### src/rtl/pinbank_pkg.sv
package pinbank_pkg;

    localparam int WORD_W = 32;
    localparam int ADDR_W = 8;

    // storage words, one set/clear register each
    localparam int ST_P0_OUT = 0;
    localparam int ST_P0_DIR = 1;
    localparam int ST_P1_OUT = 2;
    localparam int ST_P1_DIR = 3;
    localparam int ST_P2_OUT = 4;
    localparam int ST_P2_DIR = 5;   // also carries bank 3 directions
    localparam int ST_P3_OUT = 6;   // output-only pins plus bank 3 levels
    localparam int ST_MUX    = 7;
    localparam int ST_N      = 8;

    typedef enum logic [4:0] {
        SEL_NONE,
        SEL_P3_IN, SEL_P3_OSET, SEL_P3_OCLR, SEL_P3_OST,
        SEL_P2_DSET, SEL_P2_DCLR, SEL_P2_DST, SEL_P2_IN, SEL_P2_OSET, SEL_P2_OCLR,
        SEL_MX_SET, SEL_MX_CLR, SEL_MX_ST,
        SEL_P0_IN, SEL_P0_OSET, SEL_P0_OCLR, SEL_P0_OST, SEL_P0_DSET, SEL_P0_DCLR, SEL_P0_DST,
        SEL_P1_IN, SEL_P1_OSET, SEL_P1_OCLR, SEL_P1_OST, SEL_P1_DSET, SEL_P1_DCLR, SEL_P1_DST
    } rsel_e;

    function automatic rsel_e addr_decode(input logic [ADDR_W-1:0] a);
        case (a)
            8'h00: return SEL_P3_IN;
            8'h04: return SEL_P3_OSET;
            8'h08: return SEL_P3_OCLR;
            8'h0C: return SEL_P3_OST;
            8'h10: return SEL_P2_DSET;
            8'h14: return SEL_P2_DCLR;
            8'h18: return SEL_P2_DST;
            8'h1C: return SEL_P2_IN;
            8'h20: return SEL_P2_OSET;
            8'h24: return SEL_P2_OCLR;
            8'h28: return SEL_MX_SET;
            8'h2C: return SEL_MX_CLR;
            8'h30: return SEL_MX_ST;
            8'h40: return SEL_P0_IN;
            8'h44: return SEL_P0_OSET;
            8'h48: return SEL_P0_OCLR;
            8'h4C: return SEL_P0_OST;
            8'h50: return SEL_P0_DSET;
            8'h54: return SEL_P0_DCLR;
            8'h58: return SEL_P0_DST;
            8'h60: return SEL_P1_IN;
            8'h64: return SEL_P1_OSET;
            8'h68: return SEL_P1_OCLR;
            8'h6C: return SEL_P1_OST;
            8'h70: return SEL_P1_DSET;
            8'h74: return SEL_P1_DCLR;
            8'h78: return SEL_P1_DST;
            default: return SEL_NONE;
        endcase
    endfunction

    function automatic rsel_e set_code(input int idx);
        case (idx)
            ST_P0_OUT: return SEL_P0_OSET;
            ST_P0_DIR: return SEL_P0_DSET;
            ST_P1_OUT: return SEL_P1_OSET;
            ST_P1_DIR: return SEL_P1_DSET;
            ST_P2_OUT: return SEL_P2_OSET;
            ST_P2_DIR: return SEL_P2_DSET;
            ST_P3_OUT: return SEL_P3_OSET;
            default:   return SEL_MX_SET;
        endcase
    endfunction

    function automatic rsel_e clr_code(input int idx);
        case (idx)
            ST_P0_OUT: return SEL_P0_OCLR;
            ST_P0_DIR: return SEL_P0_DCLR;
            ST_P1_OUT: return SEL_P1_OCLR;
            ST_P1_DIR: return SEL_P1_DCLR;
            ST_P2_OUT: return SEL_P2_OCLR;
            ST_P2_DIR: return SEL_P2_DCLR;
            ST_P3_OUT: return SEL_P3_OCLR;
            default:   return SEL_MX_CLR;
        endcase
    endfunction

    // true for the write-only strobe words, which read back zero
    function automatic logic is_strobe(input rsel_e s);
        return (s == SEL_P3_OSET) || (s == SEL_P3_OCLR) || (s == SEL_P2_DSET) ||
               (s == SEL_P2_DCLR) || (s == SEL_P2_OSET) || (s == SEL_P2_OCLR) ||
               (s == SEL_MX_SET)  || (s == SEL_MX_CLR)  || (s == SEL_P0_OSET) ||
               (s == SEL_P0_OCLR) || (s == SEL_P0_DSET) || (s == SEL_P0_DCLR) ||
               (s == SEL_P1_OSET) || (s == SEL_P1_OCLR) || (s == SEL_P1_DSET) ||
               (s == SEL_P1_DCLR);
    endfunction

    function automatic logic [WORD_W-1:0] field_ones(input int lo, input int n);
        logic [WORD_W-1:0] m;
        m = '0;
        for (int b = 0; b < WORD_W; b++) begin
            if (b >= lo && b < lo + n) m[b] = 1'b1;
        end
        return m;
    endfunction

endpackage

### src/rtl/pinbank_sync.sv
module pinbank_sync #(
    parameter int W = 8
) (
    input  logic         clk,
    input  logic         rst,
    input  logic [W-1:0] d,
    output logic [W-1:0] q
);

    logic [W-1:0] meta;

    always_ff @(posedge clk) begin
        if (rst) begin
            meta <= '0;
            q    <= '0;
        end else begin
            meta <= d;
            q    <= meta;
        end
    end

    // cycles since reset, saturating; lets the latency check stay inside the window
    logic [1:0] age;
    always_ff @(posedge clk) begin
        if (rst)              age <= 2'd0;
        else if (age != 2'd2) age <= age + 2'd1;
    end

    AST_SYNC_TWO_FLOPS: assert property (@(posedge clk) disable iff (rst)
        (age == 2'd2) |-> (q == $past(d, 2)));

endmodule

### src/rtl/pinbank_setclr.sv
module pinbank_setclr #(
    parameter int             W    = 32,
    parameter logic [W-1:0]   MASK = '1
) (
    input  logic         clk,
    input  logic         rst,
    input  logic         set_en,
    input  logic         clr_en,
    input  logic [W-1:0] wdata,
    output logic [W-1:0] q
);

    logic [W-1:0] set_v;
    logic [W-1:0] clr_v;

    always_comb begin
        set_v = set_en ? (wdata & MASK) : '0;
        clr_v = clr_en ? wdata : '0;
    end

    // clear applied after set: a bit hit by both ends at 0
    always_ff @(posedge clk) begin
        if (rst) q <= '0;
        else     q <= (q | set_v) & ~clr_v;
    end

    AST_SET_TAKES: assert property (@(posedge clk) disable iff (rst)
        (set_en && !clr_en) |=> ((q & $past(wdata & MASK)) == $past(wdata & MASK)));

    AST_CLR_TAKES: assert property (@(posedge clk) disable iff (rst)
        clr_en |=> ((q & $past(wdata)) == '0));

    AST_IDLE_HOLDS: assert property (@(posedge clk) disable iff (rst)
        (!set_en && !clr_en) |=> $stable(q));

endmodule

### src/rtl/pinbank_rdmux.sv
module pinbank_rdmux
    import pinbank_pkg::*;
#(
    parameter int N = ST_N
) (
    input  rsel_e                   sel,
    input  logic [N-1:0][WORD_W-1:0] st,
    input  logic [WORD_W-1:0]       in_p0,
    input  logic [WORD_W-1:0]       in_p1,
    input  logic [WORD_W-1:0]       in_p2,
    input  logic [WORD_W-1:0]       in_p3,
    output logic [WORD_W-1:0]       data
);

    always_comb begin
        case (sel)
            SEL_P0_IN:  data = in_p0;
            SEL_P1_IN:  data = in_p1;
            SEL_P2_IN:  data = in_p2;
            SEL_P3_IN:  data = in_p3;
            SEL_P0_OST: data = st[ST_P0_OUT];
            SEL_P0_DST: data = st[ST_P0_DIR];
            SEL_P1_OST: data = st[ST_P1_OUT];
            SEL_P1_DST: data = st[ST_P1_DIR];
            SEL_P2_DST: data = st[ST_P2_DIR];
            SEL_P3_OST: data = st[ST_P3_OUT];
            SEL_MX_ST:  data = st[ST_MUX];
            default:    data = '0;
        endcase
    end

endmodule

### src/rtl/pinbank_ctrl.sv
module pinbank_ctrl
    import pinbank_pkg::*;
#(
    parameter int P0_W       = 8,
    parameter int P1_W       = 24,
    parameter int P2_W       = 13,
    parameter int P3_W       = 6,
    parameter int GPI_W      = 29,
    parameter int GPO_W      = 24,
    parameter int P3_OUT_LSB = 25,
    parameter int P3_IN_LSB  = 10,
    parameter int P3_IN_LAST = 24
) (
    input  logic              clk,
    input  logic              rst,
    input  logic [ADDR_W-1:0] bus_addr,
    input  logic              bus_wr,
    input  logic [WORD_W-1:0] bus_wdata,
    input  logic              bus_rd,
    output logic [WORD_W-1:0] bus_rdata,
    input  logic [P0_W-1:0]   bank0_in,
    output logic [P0_W-1:0]   bank0_out,
    output logic [P0_W-1:0]   bank0_oe,
    input  logic [P1_W-1:0]   bank1_in,
    output logic [P1_W-1:0]   bank1_out,
    output logic [P1_W-1:0]   bank1_oe,
    input  logic [P2_W-1:0]   bank2_in,
    output logic [P2_W-1:0]   bank2_out,
    output logic [P2_W-1:0]   bank2_oe,
    input  logic [P3_W-1:0]   bank3_in,
    output logic [P3_W-1:0]   bank3_out,
    output logic [P3_W-1:0]   bank3_oe,
    input  logic [GPI_W-1:0]  gpin_in,
    output logic [GPO_W-1:0]  gpout
);

    localparam int SYNC_W = P0_W + P1_W + P2_W + P3_W + GPI_W;
    localparam int OFS_B1 = P0_W;
    localparam int OFS_B2 = OFS_B1 + P1_W;
    localparam int OFS_B3 = OFS_B2 + P2_W;
    localparam int OFS_GI = OFS_B3 + P3_W;

    localparam logic [WORD_W-1:0] M_P0  = field_ones(0, P0_W);
    localparam logic [WORD_W-1:0] M_P1  = field_ones(0, P1_W);
    localparam logic [WORD_W-1:0] M_P2  = field_ones(0, P2_W);
    localparam logic [WORD_W-1:0] M_B3  = field_ones(P3_OUT_LSB, P3_W);
    localparam logic [WORD_W-1:0] M_P2D = M_P2 | M_B3;
    localparam logic [WORD_W-1:0] M_P3O = field_ones(0, GPO_W) | M_B3;
    localparam logic [WORD_W-1:0] M_ALL = '1;
    localparam logic [ST_N*WORD_W-1:0] ST_MASKS =
        {M_ALL, M_P3O, M_P2D, M_P2, M_P1, M_P1, M_P0, M_P0};

    rsel_e sel;
    assign sel = addr_decode(bus_addr);

    // ---------------- set/clear storage ----------------
    logic [ST_N-1:0]             wr_set;
    logic [ST_N-1:0]             wr_clr;
    logic [ST_N-1:0][WORD_W-1:0] st_q;

    always_comb begin
        for (int i = 0; i < ST_N; i++) begin
            wr_set[i] = bus_wr && (sel == set_code(i));
            wr_clr[i] = bus_wr && (sel == clr_code(i));
        end
    end

    for (genvar i = 0; i < ST_N; i++) begin : g_store
        pinbank_setclr #(
            .W    (WORD_W),
            .MASK (ST_MASKS[i*WORD_W +: WORD_W])
        ) u_reg (
            .clk    (clk),
            .rst    (rst),
            .set_en (wr_set[i]),
            .clr_en (wr_clr[i]),
            .wdata  (bus_wdata),
            .q      (st_q[i])
        );
    end

    assign bank0_out = st_q[ST_P0_OUT][P0_W-1:0];
    assign bank0_oe  = st_q[ST_P0_DIR][P0_W-1:0];
    assign bank1_out = st_q[ST_P1_OUT][P1_W-1:0];
    assign bank1_oe  = st_q[ST_P1_DIR][P1_W-1:0];
    assign bank2_out = st_q[ST_P2_OUT][P2_W-1:0];
    assign bank2_oe  = st_q[ST_P2_DIR][P2_W-1:0];
    assign bank3_out = st_q[ST_P3_OUT][P3_OUT_LSB +: P3_W];
    assign bank3_oe  = st_q[ST_P2_DIR][P3_OUT_LSB +: P3_W];
    assign gpout     = st_q[ST_P3_OUT][GPO_W-1:0];

    // ---------------- input path ----------------
    logic [SYNC_W-1:0] pin_s;

    pinbank_sync #(.W(SYNC_W)) u_sync (
        .clk (clk),
        .rst (rst),
        .d   ({gpin_in, bank3_in, bank2_in, bank1_in, bank0_in}),
        .q   (pin_s)
    );

    logic [WORD_W-1:0] in_p0, in_p1, in_p2, in_p3;

    always_comb begin
        in_p0 = '0;
        in_p1 = '0;
        in_p2 = '0;
        in_p3 = '0;
        in_p0[P0_W-1:0] = pin_s[0 +: P0_W];
        in_p1[P1_W-1:0] = pin_s[OFS_B1 +: P1_W];
        in_p2[P2_W-1:0] = pin_s[OFS_B2 +: P2_W];
        // input-only pins, leaving the positions that bank 3 occupies
        for (int i = 0; i < GPI_W; i++) begin
            if (!((i >= P3_IN_LSB && i < P3_IN_LSB + P3_W - 1) || i == P3_IN_LAST))
                in_p3[i] = pin_s[OFS_GI + i];
        end
        // bank 3 inputs: a contiguous run, then the last pin apart
        for (int n = 0; n < P3_W - 1; n++) begin
            in_p3[P3_IN_LSB + n] = pin_s[OFS_B3 + n];
        end
        in_p3[P3_IN_LAST] = pin_s[OFS_B3 + P3_W - 1];
    end

    // ---------------- read path ----------------
    logic [WORD_W-1:0] rd_word;

    pinbank_rdmux #(.N(ST_N)) u_rdmux (
        .sel   (sel),
        .st    (st_q),
        .in_p0 (in_p0),
        .in_p1 (in_p1),
        .in_p2 (in_p2),
        .in_p3 (in_p3),
        .data  (rd_word)
    );

    always_ff @(posedge clk) begin
        if (rst)         bus_rdata <= '0;
        else if (bus_rd) bus_rdata <= rd_word;
        else             bus_rdata <= '0;
    end

    // ---------------- assertions ----------------
    AST_RESET_QUIET: assert property (@(posedge clk) disable iff (rst)
        $past(rst) |-> ({bank0_out, bank0_oe, bank1_out, bank1_oe, bank2_out, bank2_oe,
                         bank3_out, bank3_oe, gpout, bus_rdata} == '0));

    AST_RD_IDLE_ZERO: assert property (@(posedge clk) disable iff (rst)
        !bus_rd |=> (bus_rdata == '0));

    AST_STROBE_READS_ZERO: assert property (@(posedge clk) disable iff (rst)
        (bus_rd && is_strobe(sel)) |=> (bus_rdata == '0));

    AST_B3_DIR_FROM_P2_WORD: assert property (@(posedge clk) disable iff (rst)
        (bus_wr && sel == SEL_P2_DSET) |=>
        ((bank3_oe & $past(bus_wdata[P3_OUT_LSB +: P3_W])) == $past(bus_wdata[P3_OUT_LSB +: P3_W])));

    AST_MUX_NO_PIN_EFFECT: assert property (@(posedge clk) disable iff (rst)
        (bus_wr && (sel == SEL_MX_SET || sel == SEL_MX_CLR)) |=>
        $stable({bank0_out, bank0_oe, bank1_out, bank1_oe, bank2_out, bank2_oe,
                 bank3_out, bank3_oe, gpout}));

endmodule

### config.mk
export PLATFORM = sky130hd
export DESIGN_NAME = pinbank_ctrl
export DESIGN_NICKNAME = d
export VERILOG_FILES = /design/src/rtl/pinbank_pkg.sv /design/src/rtl/pinbank_sync.sv /design/src/rtl/pinbank_setclr.sv /design/src/rtl/pinbank_rdmux.sv /design/src/rtl/pinbank_ctrl.sv
export SDC_FILE = /design/constraint.sdc
export NUM_CORES = 1
export LEC_CHECK = 0
export CORE_UTILIZATION = 58
export CTS_CLUSTER_DIAMETER = 80
export DETAILED_ROUTE_END_ITERATION = 7
export GPL_ROUTABILITY_DRIVEN = 0
export PLACE_DENSITY_LB_ADDON = 0.05
export SLEW_MARGIN = 20
export SYNTH_ARGS = -nofsm -noshare
export SYNTH_HDL_FRONTEND = slang
export SYNTH_HIERARCHICAL = 1
export SYNTH_SLANG_ARGS = --single-unit
### constraint.sdc
create_clock -name clk -period 4.4 [get_ports clk]
set_input_delay 0.44 -clock clk [delete_from_list [all_inputs] [get_ports clk]]
set_output_delay 0.44 -clock clk [all_outputs]
set_load 0.05 [all_outputs]
==> results.md, run 1 <==
- Buffers inserted during clock tree synthesis total 42.
- TritonCTS built the clock tree.
- The floorplan step set the die width to 173 um.
- The total DRC errors in the routed layout is 1.
- In this run, post-CTS repair resized a total of 0 instances.
- Summed over all nets, the half-perimeter wirelength after detailed placement is 33300 um.
- Row generation in the floorplan step produced 62 rows.
- The worst register-to-register path begins at g_store[2].u_reg/q[12]$_SDFF_PP0_.
- Clock-pin slew was measured on the worst setup and hold paths at 70 ps.
- The setup fix buffers added after clock tree synthesis is 0.
- Hold is met by 432 ps.
- Across the run, the number of max-cap violations was 0.
- The global-route wire length before repair is 78100 um.
- The nature of the critical path endpoint is a flip-flop.
- The ratio of final minimum period to clock period is 84.0%.
- The clock share of power is 44.4%.
- The run finished, with violations left.
- Dividing total power by cell area gives a power density of 367 nW/um^2.
- Net switching is 23.1% of the power.
- The proportion of layout cells with a drive suffix above 1 is 20.1%.
- The final setup violation count is 0.
- Cell internal power was estimated by the tool at 6.09 mW.
- The largest fanout on the critical path is 15.
- The critical path is of the primary input to flip-flop type.
- Entering global routing, the biggest net connects 122 pins.
- The clock sink count is 417.
- In this run the mean area of a mapped cell was 10.7 um^2.
- After synthesis the cells add up to 17000 um^2.
- The final layout contains 2012 nets.
- Global routing finished with a remaining overflow of 0.
- The reported net switching power is 1.83 mW.
- The first TritonRoute pass finished after 8 iterations.
- Summing all placed instances gives a cell area of 20200 um^2.
- The count of cells along the worst register-to-register path is 4.
- The design area is 21500 um^2.
- Using the TritonRoute via totals, the vias-per-cell ratio works out to 6.02.
- The total chip power is 7.92 mW.
- The sequential group share of total power is 49.0%.
- The leakage dissipation is 7.21 nW.
- The initial core utilization is 59.1%.
- For flop-to-flop paths, the worst setup slack is 3060 ps.
- For the worst setup path, the data arrival time is 4170 ps.
- The critical path starts at bus_addr[3].
- Of the total power, combinational logic draws 6.6%.
- The core area is 28800 um^2.
- The initial antenna violation count came to 3.
- The number of top-level pins is 282.
- The share of the core filled with cells in the final layout is 74.9%.
- Measured along the y axis, the die boundary spans 173 um.
- Between clock sinks in the finished design, the worst skew comes to 16.4 ps.
- The most critical setup path has its endpoint at bus_rdata[13]$_SDFF_PP0_.
- The number of DRC markers in iteration 0 is 1531.
- The total number of vias is 13886.
- The total of warnings raised by yosys is 6.
- For this block, the routed nets add up to 51500 um of wire.
- The slew at the pin closest to its max-slew limit is 1160 ps.
- The achievable frequency is 270 MHz.
- The number of instances in the synthesized netlist is 1584.
- The number of pins exceeding their max-slew limit in the final report is 0.
- From synthesis to final layout, the design area changed by 26.8%.
- The worst register-to-register path ends at bus_rdata[12]$_SDFF_PP0_.
- The number of endpoints with negative hold slack in the final report was 0.
- Setup total negative slack on the finished layout was measured at 0 ps.
- STA puts the critical path data required time at 4880 ps.
- The worst pin sits at a relative slew slack of 22.4%.
- The type of the most critical hold path is flip-flop to flip-flop.
- The routed length per instance is 22.3 um.
- For the worst-skew pair, the clock arrives at the later sink with an insertion delay of 540 ps.
- Across every metal layer, demand over resource in global routing totals 33.5%.
- The time the final worst path needs with I/O delays and setup is 3700 ps.
- Setup repair after global routing left no endpoint under its margin.
- STA classifies the critical path startpoint as a primary input.
- In this run the deepest clock path goes through 3 buffers.
- In this run, post-CTS hold repair placed 0 buffers.
- IR analysis of the VDD net gives a maximum drop of 0.301 mV.
- During placement, the flow inserted port buffers numbering 275.
- The floorplan step defined a die boundary enclosing 30000 um^2.
- The number of H-tree levels is 2.
- The remaining antenna violation count after routing is 0.
- The checks that failed: design-rule violations.
- The number of global-route vias before repair is 13497.
- The buffer type at the clock tree root is clkbuf_16.
-- through the flow --
| stage | std cells | setup WS [ps] |
|---|---|---|
| after floorplan | 1637 | 1360 |
| after global placement | 2228 | 375 |
| after detailed placement | 2228 | 286 |
| after CTS | 2304 | 825 |
| after global routing | 2304 | 466 |
| final | 2305 | 702 |
-- sequential cells by signal, summed over array words and instances, names as in the netlist --
| signal | flops |
|---|---|
| bus_rdata | 32 |
| g_store.u_reg/q | 237 |
| u_sync/meta | 74 |
| u_sync/q | 74 |
-- layer usage --
metal  part of all wire, %  wire length, um  vias up  GRT usage (%)
met5                 0.047               24        -              0
met4                   3.3             1710        4           12.3
met3                   8.8             4530      130           6.31
met2                    46            23800      734           54.3
met1                    42            21400     6673           44.5
li1                      -                -     6345              -
-- worst min path at each step --
stage                                                  from                                end  slack (ps)  depth (start not counted)
after floorplan           g_store[3].u_reg/q[30]$_SDFF_PP0_  g_store[3].u_reg/q[30]$_SDFF_PP0_         410                          2
after global placement    g_store[3].u_reg/q[30]$_SDFF_PP0_  g_store[3].u_reg/q[30]$_SDFF_PP0_         420                          2
after detailed placement         u_sync/meta[34]$_SDFF_PP0_            u_sync/q[34]$_SDFF_PP0_         420                          1
after CTS                 g_store[3].u_reg/q[30]$_SDFF_PP0_  g_store[3].u_reg/q[30]$_SDFF_PP0_         430                          2
after global routing                            bank1_in[7]         u_sync/meta[15]$_SDFF_PP0_         450                          2
final                            u_sync/meta[51]$_SDFF_PP0_            u_sync/q[51]$_SDFF_PP0_         430                          1
-- final cells by class --
cell class | instances | area (um^2)
flip-flops and latches | 417 | 8350
diodes | 1 | 2.50
repair buffers | 339 | 3300
clock inverters | 16 | 155
clock buffers | 60 | 1210
multi-input cells | 1005 | 7740
fillers | 1985 | 7240
inverters | 83 | 312
well taps | 384 | 480
-- worst max-delay path, cell delays in order --
cell,delay [ps]
clkdlybuf4s50_1,580
buf_4,260
maj3_1,340
a2111oi_0,410
o21ai_1,190
inv_2,310
nand3b_1,140
nor2_1,770
buf_4,320
a22o_1,150
a221oi_1,60
nand3_1,100
and2_1,110
-- power by group through the flow --
| stage | Combinational (mW) | Clock (mW) | Sequential [mW] |
|---|---|---|---|
| after floorplan | 0.222 | 0 | 3.98 |
| final | 0.523 | 3.52 | 3.88 |
| after detailed placement | 0.513 | 0 | 3.96 |
| after global routing | 0.554 | 3.70 | 3.88 |
| after CTS | 0.516 | 3.54 | 3.88 |
| after global placement | 0.503 | 0 | 3.96 |
-- cell usage in the layout (no fill, tap or decap), types with 38 or more instances in the layout --
| master | n |
|---|---|
| a211oi_2 | 209 |
| a21oi_1 | 176 |
| a221oi_1 | 39 |
| a22oi_1 | 61 |
| buf_4 | 59 |
| clkbuf_16 | 43 |
| clkdlybuf4s50_1 | 274 |
| conb_1 | 54 |
| dfxtp_1 | 417 |
| inv_1 | 82 |
| nor2_1 | 38 |
| nor2b_1 | 134 |
No activity file was read; power rests on OpenSTA's default activity.
==> run 2: changes to the inputs <==
--- a/config.mk
+++ b/config.mk
@@ -5,7 +5,7 @@
 export SDC_FILE = /design/constraint.sdc
 export NUM_CORES = 1
 export LEC_CHECK = 0
-export CORE_UTILIZATION = 58
+export CORE_UTILIZATION = 49
 export CTS_CLUSTER_DIAMETER = 80
 export DETAILED_ROUTE_END_ITERATION = 7
 export GPL_ROUTABILITY_DRIVEN = 0
==> constraint.sdc (replaced) <==
create_clock -name clk -period 3.1 [get_ports clk]
set_input_delay 0.31 -clock clk [delete_from_list [all_inputs] [get_ports clk]]
set_output_delay 0.31 -clock clk [all_outputs]
set_load 0.05 [all_outputs]
==> run 2 against run 1 <==
The flow now finishes without violations. Hold slack worse by 250 ps. Sequential power up 42%. Total power up 47%. Die area up 18%. Largest power group unchanged. Clock skew up 1.3 ps. Count of clock-buffer cells in the layout up 6. Largest cell class unchanged. Sequential share of layout area down 1.8 points.
==> results.md, run 2 (same netlist as run 1, synthesis figures left out) <==
- The run finished with clean final reports.
- The worst clock skew on the final layout is 17.8 ps (+1.34 ps).
- The die width is 188 um (+8.7%).
- The detailed placement HPWL is 36000 um (+8.3%).
- The number of buffer cells added on primary ports is 275 (unchanged).
- The routed metal-1 wire length is 23700 um (+11%).
- The worst voltage drop across the vdd grid is 0.431 mV (+43%).
- The areal power density over the cells came to 517 nW/um^2 (+41%).
- The growth of design area from synthesis to finish is 32.8%.
- The timing endpoint of the critical path is bus_rdata[22]$_SDFF_PP0_.
- The largest fanout on the critical path is 12 (-3).
- The initial antenna violation count came to 3 (unchanged).
- The number of global-route vias before repair came to 13735 (+1.8%).
- The mean number of vias per cell came to 5.67 (-5.9%).
- The count of cells along the worst register-to-register path is 5 (+1).
- The clock sink count is 417 (unchanged).
- The latest clock arrival within the worst-skew pair is 550 ps (about the same).
- The total number of vias is 13882 (-0.029%).
- The number of DRC markers in iteration 0 was 1069 (-30%).
- The routed length per instance is 21.7 um (-2.9%).
- The maximum number of pins on one net before global-route repair is 94 (-23%).
- The area of the die is 35400 um^2 (+18%).
- The overall routed net length was 53100 um (+3.1%).
- The TritonCTS buffer count came to 44 (+4.8%).
- The number of endpoints with negative hold slack in the final report is 0 (unchanged).
- The register area is 8350 um^2 (unchanged).
- The worst setup path is launched from a primary input.
- The maximum buffer depth of the clock tree came to 3 (unchanged).
- The share of the core filled with cells in the final layout is 66.7% (-8.2 points).
- The clock share of power was 46.1% (+1.7 points).
- The TritonCTS clock tree is done.
- Leaving out fill and tap cells, the most frequent cell in the layout is dfxtp_1.
- The number of violations of the max-capacitance limit is 0 (unchanged).
- The total routing resource utilization after global routing is 29.3% (-4.2 points).
- The detailed-routing iteration count for the pre-antenna-repair pass was 5 (-3).
- The number of top-level pins was 282 (unchanged).
- The nature of the critical path endpoint is a flip-flop.
- After layout, the minimum clock period comes to 2940 ps.
- The die outline height came to 188 um (+8.7%).
- The slack of the worst reg-to-reg path came to 1770 ps (-1290 ps).
- Setup repair after global routing left no endpoint under its margin.
- The flip-flop count of the largest register after layout is 237 (unchanged).
- The worst slew margin relative to its limit is 31.2% (+8.8 points).
- The reported net switching power is 2.66 mW (+45%).
- The aggregate global routing overflow is 0 (unchanged).
- The core area is 33900 um^2 (+18%).
- The placed cell count was 2365 (+6.1%).
- The most critical setup path has its startpoint at bus_addr[2].
- The total area of multi-input combinational cells came to 7720 um^2 (-0.19%).
- The critical path data arrival time came to 3420 ps (-750 ps).
- The remaining antenna violation count after routing was 0 (unchanged).
- The fraction of power consumed by combinational cells is 6.7% (about the same).
- The global-route wire length before repair is 80700 um (+3.3%).
- The register with the most flip-flops is g_store.u_reg/q.
- The slew at the pin closest to its max-slew limit is 1030 ps (-136 ps).
- The post-CTS clock slew at the launch and capture registers of the worst setup and hold paths is 60 ps (about the same).
- The largest registers in the layout are g_store.u_reg/q: 237 flops, u_sync/meta: 74 flops, u_sync/q: 74 flops.
- The total of hold buffers inserted after clock tree synthesis was 0 (unchanged).
- The kind of critical path is primary input to flip-flop.
- After layout, the worst path uses 94.9% of the clock period.
- In this run the critical register-to-register path is captured at bus_rdata[9]$_SDFF_PP0_.
- The initial core utilization is 50.2% (-8.9 points).
- The number of rows created at floorplan was 67 (+8.1%).
- The final setup violation count is 0 (unchanged).
- The proportion of layout cells with a drive suffix above 1 is 23.1% (+3.0 points).
- The leakage dissipation came to 7.70 nW (+6.8%).
- Signal routing reaches up to met5.
- The library cells used most frequently in the layout, excluding fill and tap cells, are dfxtp_1 (417), clkdlybuf4s50_1 (274), a211oi_2 (209).
- The data required time at the worst endpoint is 3580 ps (-1300 ps).
- The final-stage net count came to 2087 (+3.7%).
- In this run the critical register-to-register path is launched from g_store[7].u_reg/q[9]$_SDFF_PP0_.
- The total DRC errors in the routed layout is 0 (-1).
- The routed length on met2 is 24000 um (+0.70%).
- The design internal power is 9.01 mW (+48%).
- The layout filler cell count is 2695 (+36%).
- The met3 layer wire length in the routed design was 3870 um (-15%).
- The sequential group share of total power is 47.2% (-1.8 points).
- The buffer type at the clock tree root is clkbuf_16.
- The final instance count without filler cells came to 2448 (+6.2%).
- The worst hold path belongs to the class primary input to flip-flop.
- The number of H-tree levels was 2 (unchanged).
- The achievable frequency is 340 MHz.
- The number of pins exceeding their max-slew limit in the final report is 0 (unchanged).
- The switching portion of total power is 22.8% (-0.29 points).
## run 2: changes by cell type in the layout (fill, tap and decap cells not counted), sizes merged, moves of 2 or more
| cell | before | now |
|---|---|---|
| bufinv | 2 | 4 |
| clkbuf | 60 | 66 |
| clkinvlp | 1 | 3 |
| buf | 65 | 138 |
| clkinv | 11 | 7 |
## run 2: metal layers
layer	vias up	GRT usage [%]
met5	-	0
met4	2	9.94
met3	101	5.33
met2	534	46.6
met1	6746	40.1
li1	6499	-
## run 2: worst min-delay path by stage
stage | start | slack, ps | cells after the start | endpoint
6_report | rst | 190 | 2 | u_sync/q[44]$_SDFF_PP0_
5_1_grt | rst | 210 | 2 | u_sync/meta[41]$_SDFF_PP0_
4_1_cts | rst | 180 | 2 | u_sync/meta[41]$_SDFF_PP0_
3_5_place_dp | g_store[3].u_reg/q[30]$_SDFF_PP0_ | 420 | 2 | g_store[3].u_reg/q[30]$_SDFF_PP0_
3_3_place_gp | g_store[3].u_reg/q[30]$_SDFF_PP0_ | 420 | 2 | g_store[3].u_reg/q[30]$_SDFF_PP0_
2_1_floorplan | rst | 380 | 1 | g_store[0].u_reg/q[30]$_SDFF_PP0_
## run 2: timing repair
action	in CTS	in global routing
buffers inserted	0	0
gates resized for setup	0	1
setup endpoints to repair	0	3
## run 2: critical path: stages
cell             delay (ps)
clkdlybuf4s50_1         530
maj3_1                  390
a2111oi_1               390
o21ai_1                 230
inv_2                   150
or3b_1                  490
nor3_4                  250
buf_12                  200
a22oi_1                 110
and3_1                  210
nand3_1                  60
and2_1                  110
## run 2: area by class of cell
class                           instances  share of cell area (%)
Timing Repair Buffer                  412                    18.3
Clock buffer                           66                    5.73
Sequential cell                       417                    37.0
Clock inverter                         15                   0.876
Antenna cell                            2                  0.0222
Inverter                               83                    1.38
Multi-Input combinational cell       1005                    34.2
Tap cell                              448                    2.48
## run 2: power by group through the flow
stage / Combinational (mW) / Sequential (mW) / Clock (mW)
finish: 0.786 / 5.51 / 5.37
floorplan: 0.315 / 5.64 / 0
CTS: 0.779 / 5.50 / 5.42
detailed placement: 0.777 / 5.62 / 0
global route: 0.837 / 5.51 / 5.66
global placement: 0.768 / 5.62 / 0
## run 2: metrics by stage
step	TNS [ps]	hold slack (ps)	worst slack [ps]	total power, mW	area [um^2]
global placement	-6630	417	-284	6.39	21100
detailed placement	-15120	421	-382	6.40	21100
CTS	0	181	176	11.7	22600
floorplan	0	382	194	5.96	17200
finish	0	187	159	11.7	22600
global route	0	205	30.6	12.0	22600
==> run 3: changes to the inputs <==
--- a/config.mk
+++ b/config.mk
@@ -6,9 +6,10 @@
 export NUM_CORES = 1
 export LEC_CHECK = 0
 export CORE_UTILIZATION = 49
-export CTS_CLUSTER_DIAMETER = 80
+export CTS_CLUSTER_DIAMETER = 150
 export DETAILED_ROUTE_END_ITERATION = 7
 export GPL_ROUTABILITY_DRIVEN = 0
+export HOLD_SLACK_MARGIN = 0.03
 export PLACE_DENSITY_LB_ADDON = 0.05
 export SLEW_MARGIN = 20
 export SYNTH_ARGS = -nofsm -noshare
==> results of run 3 <==
The final DEF is identical to that of run 2; final timing and power are the same.
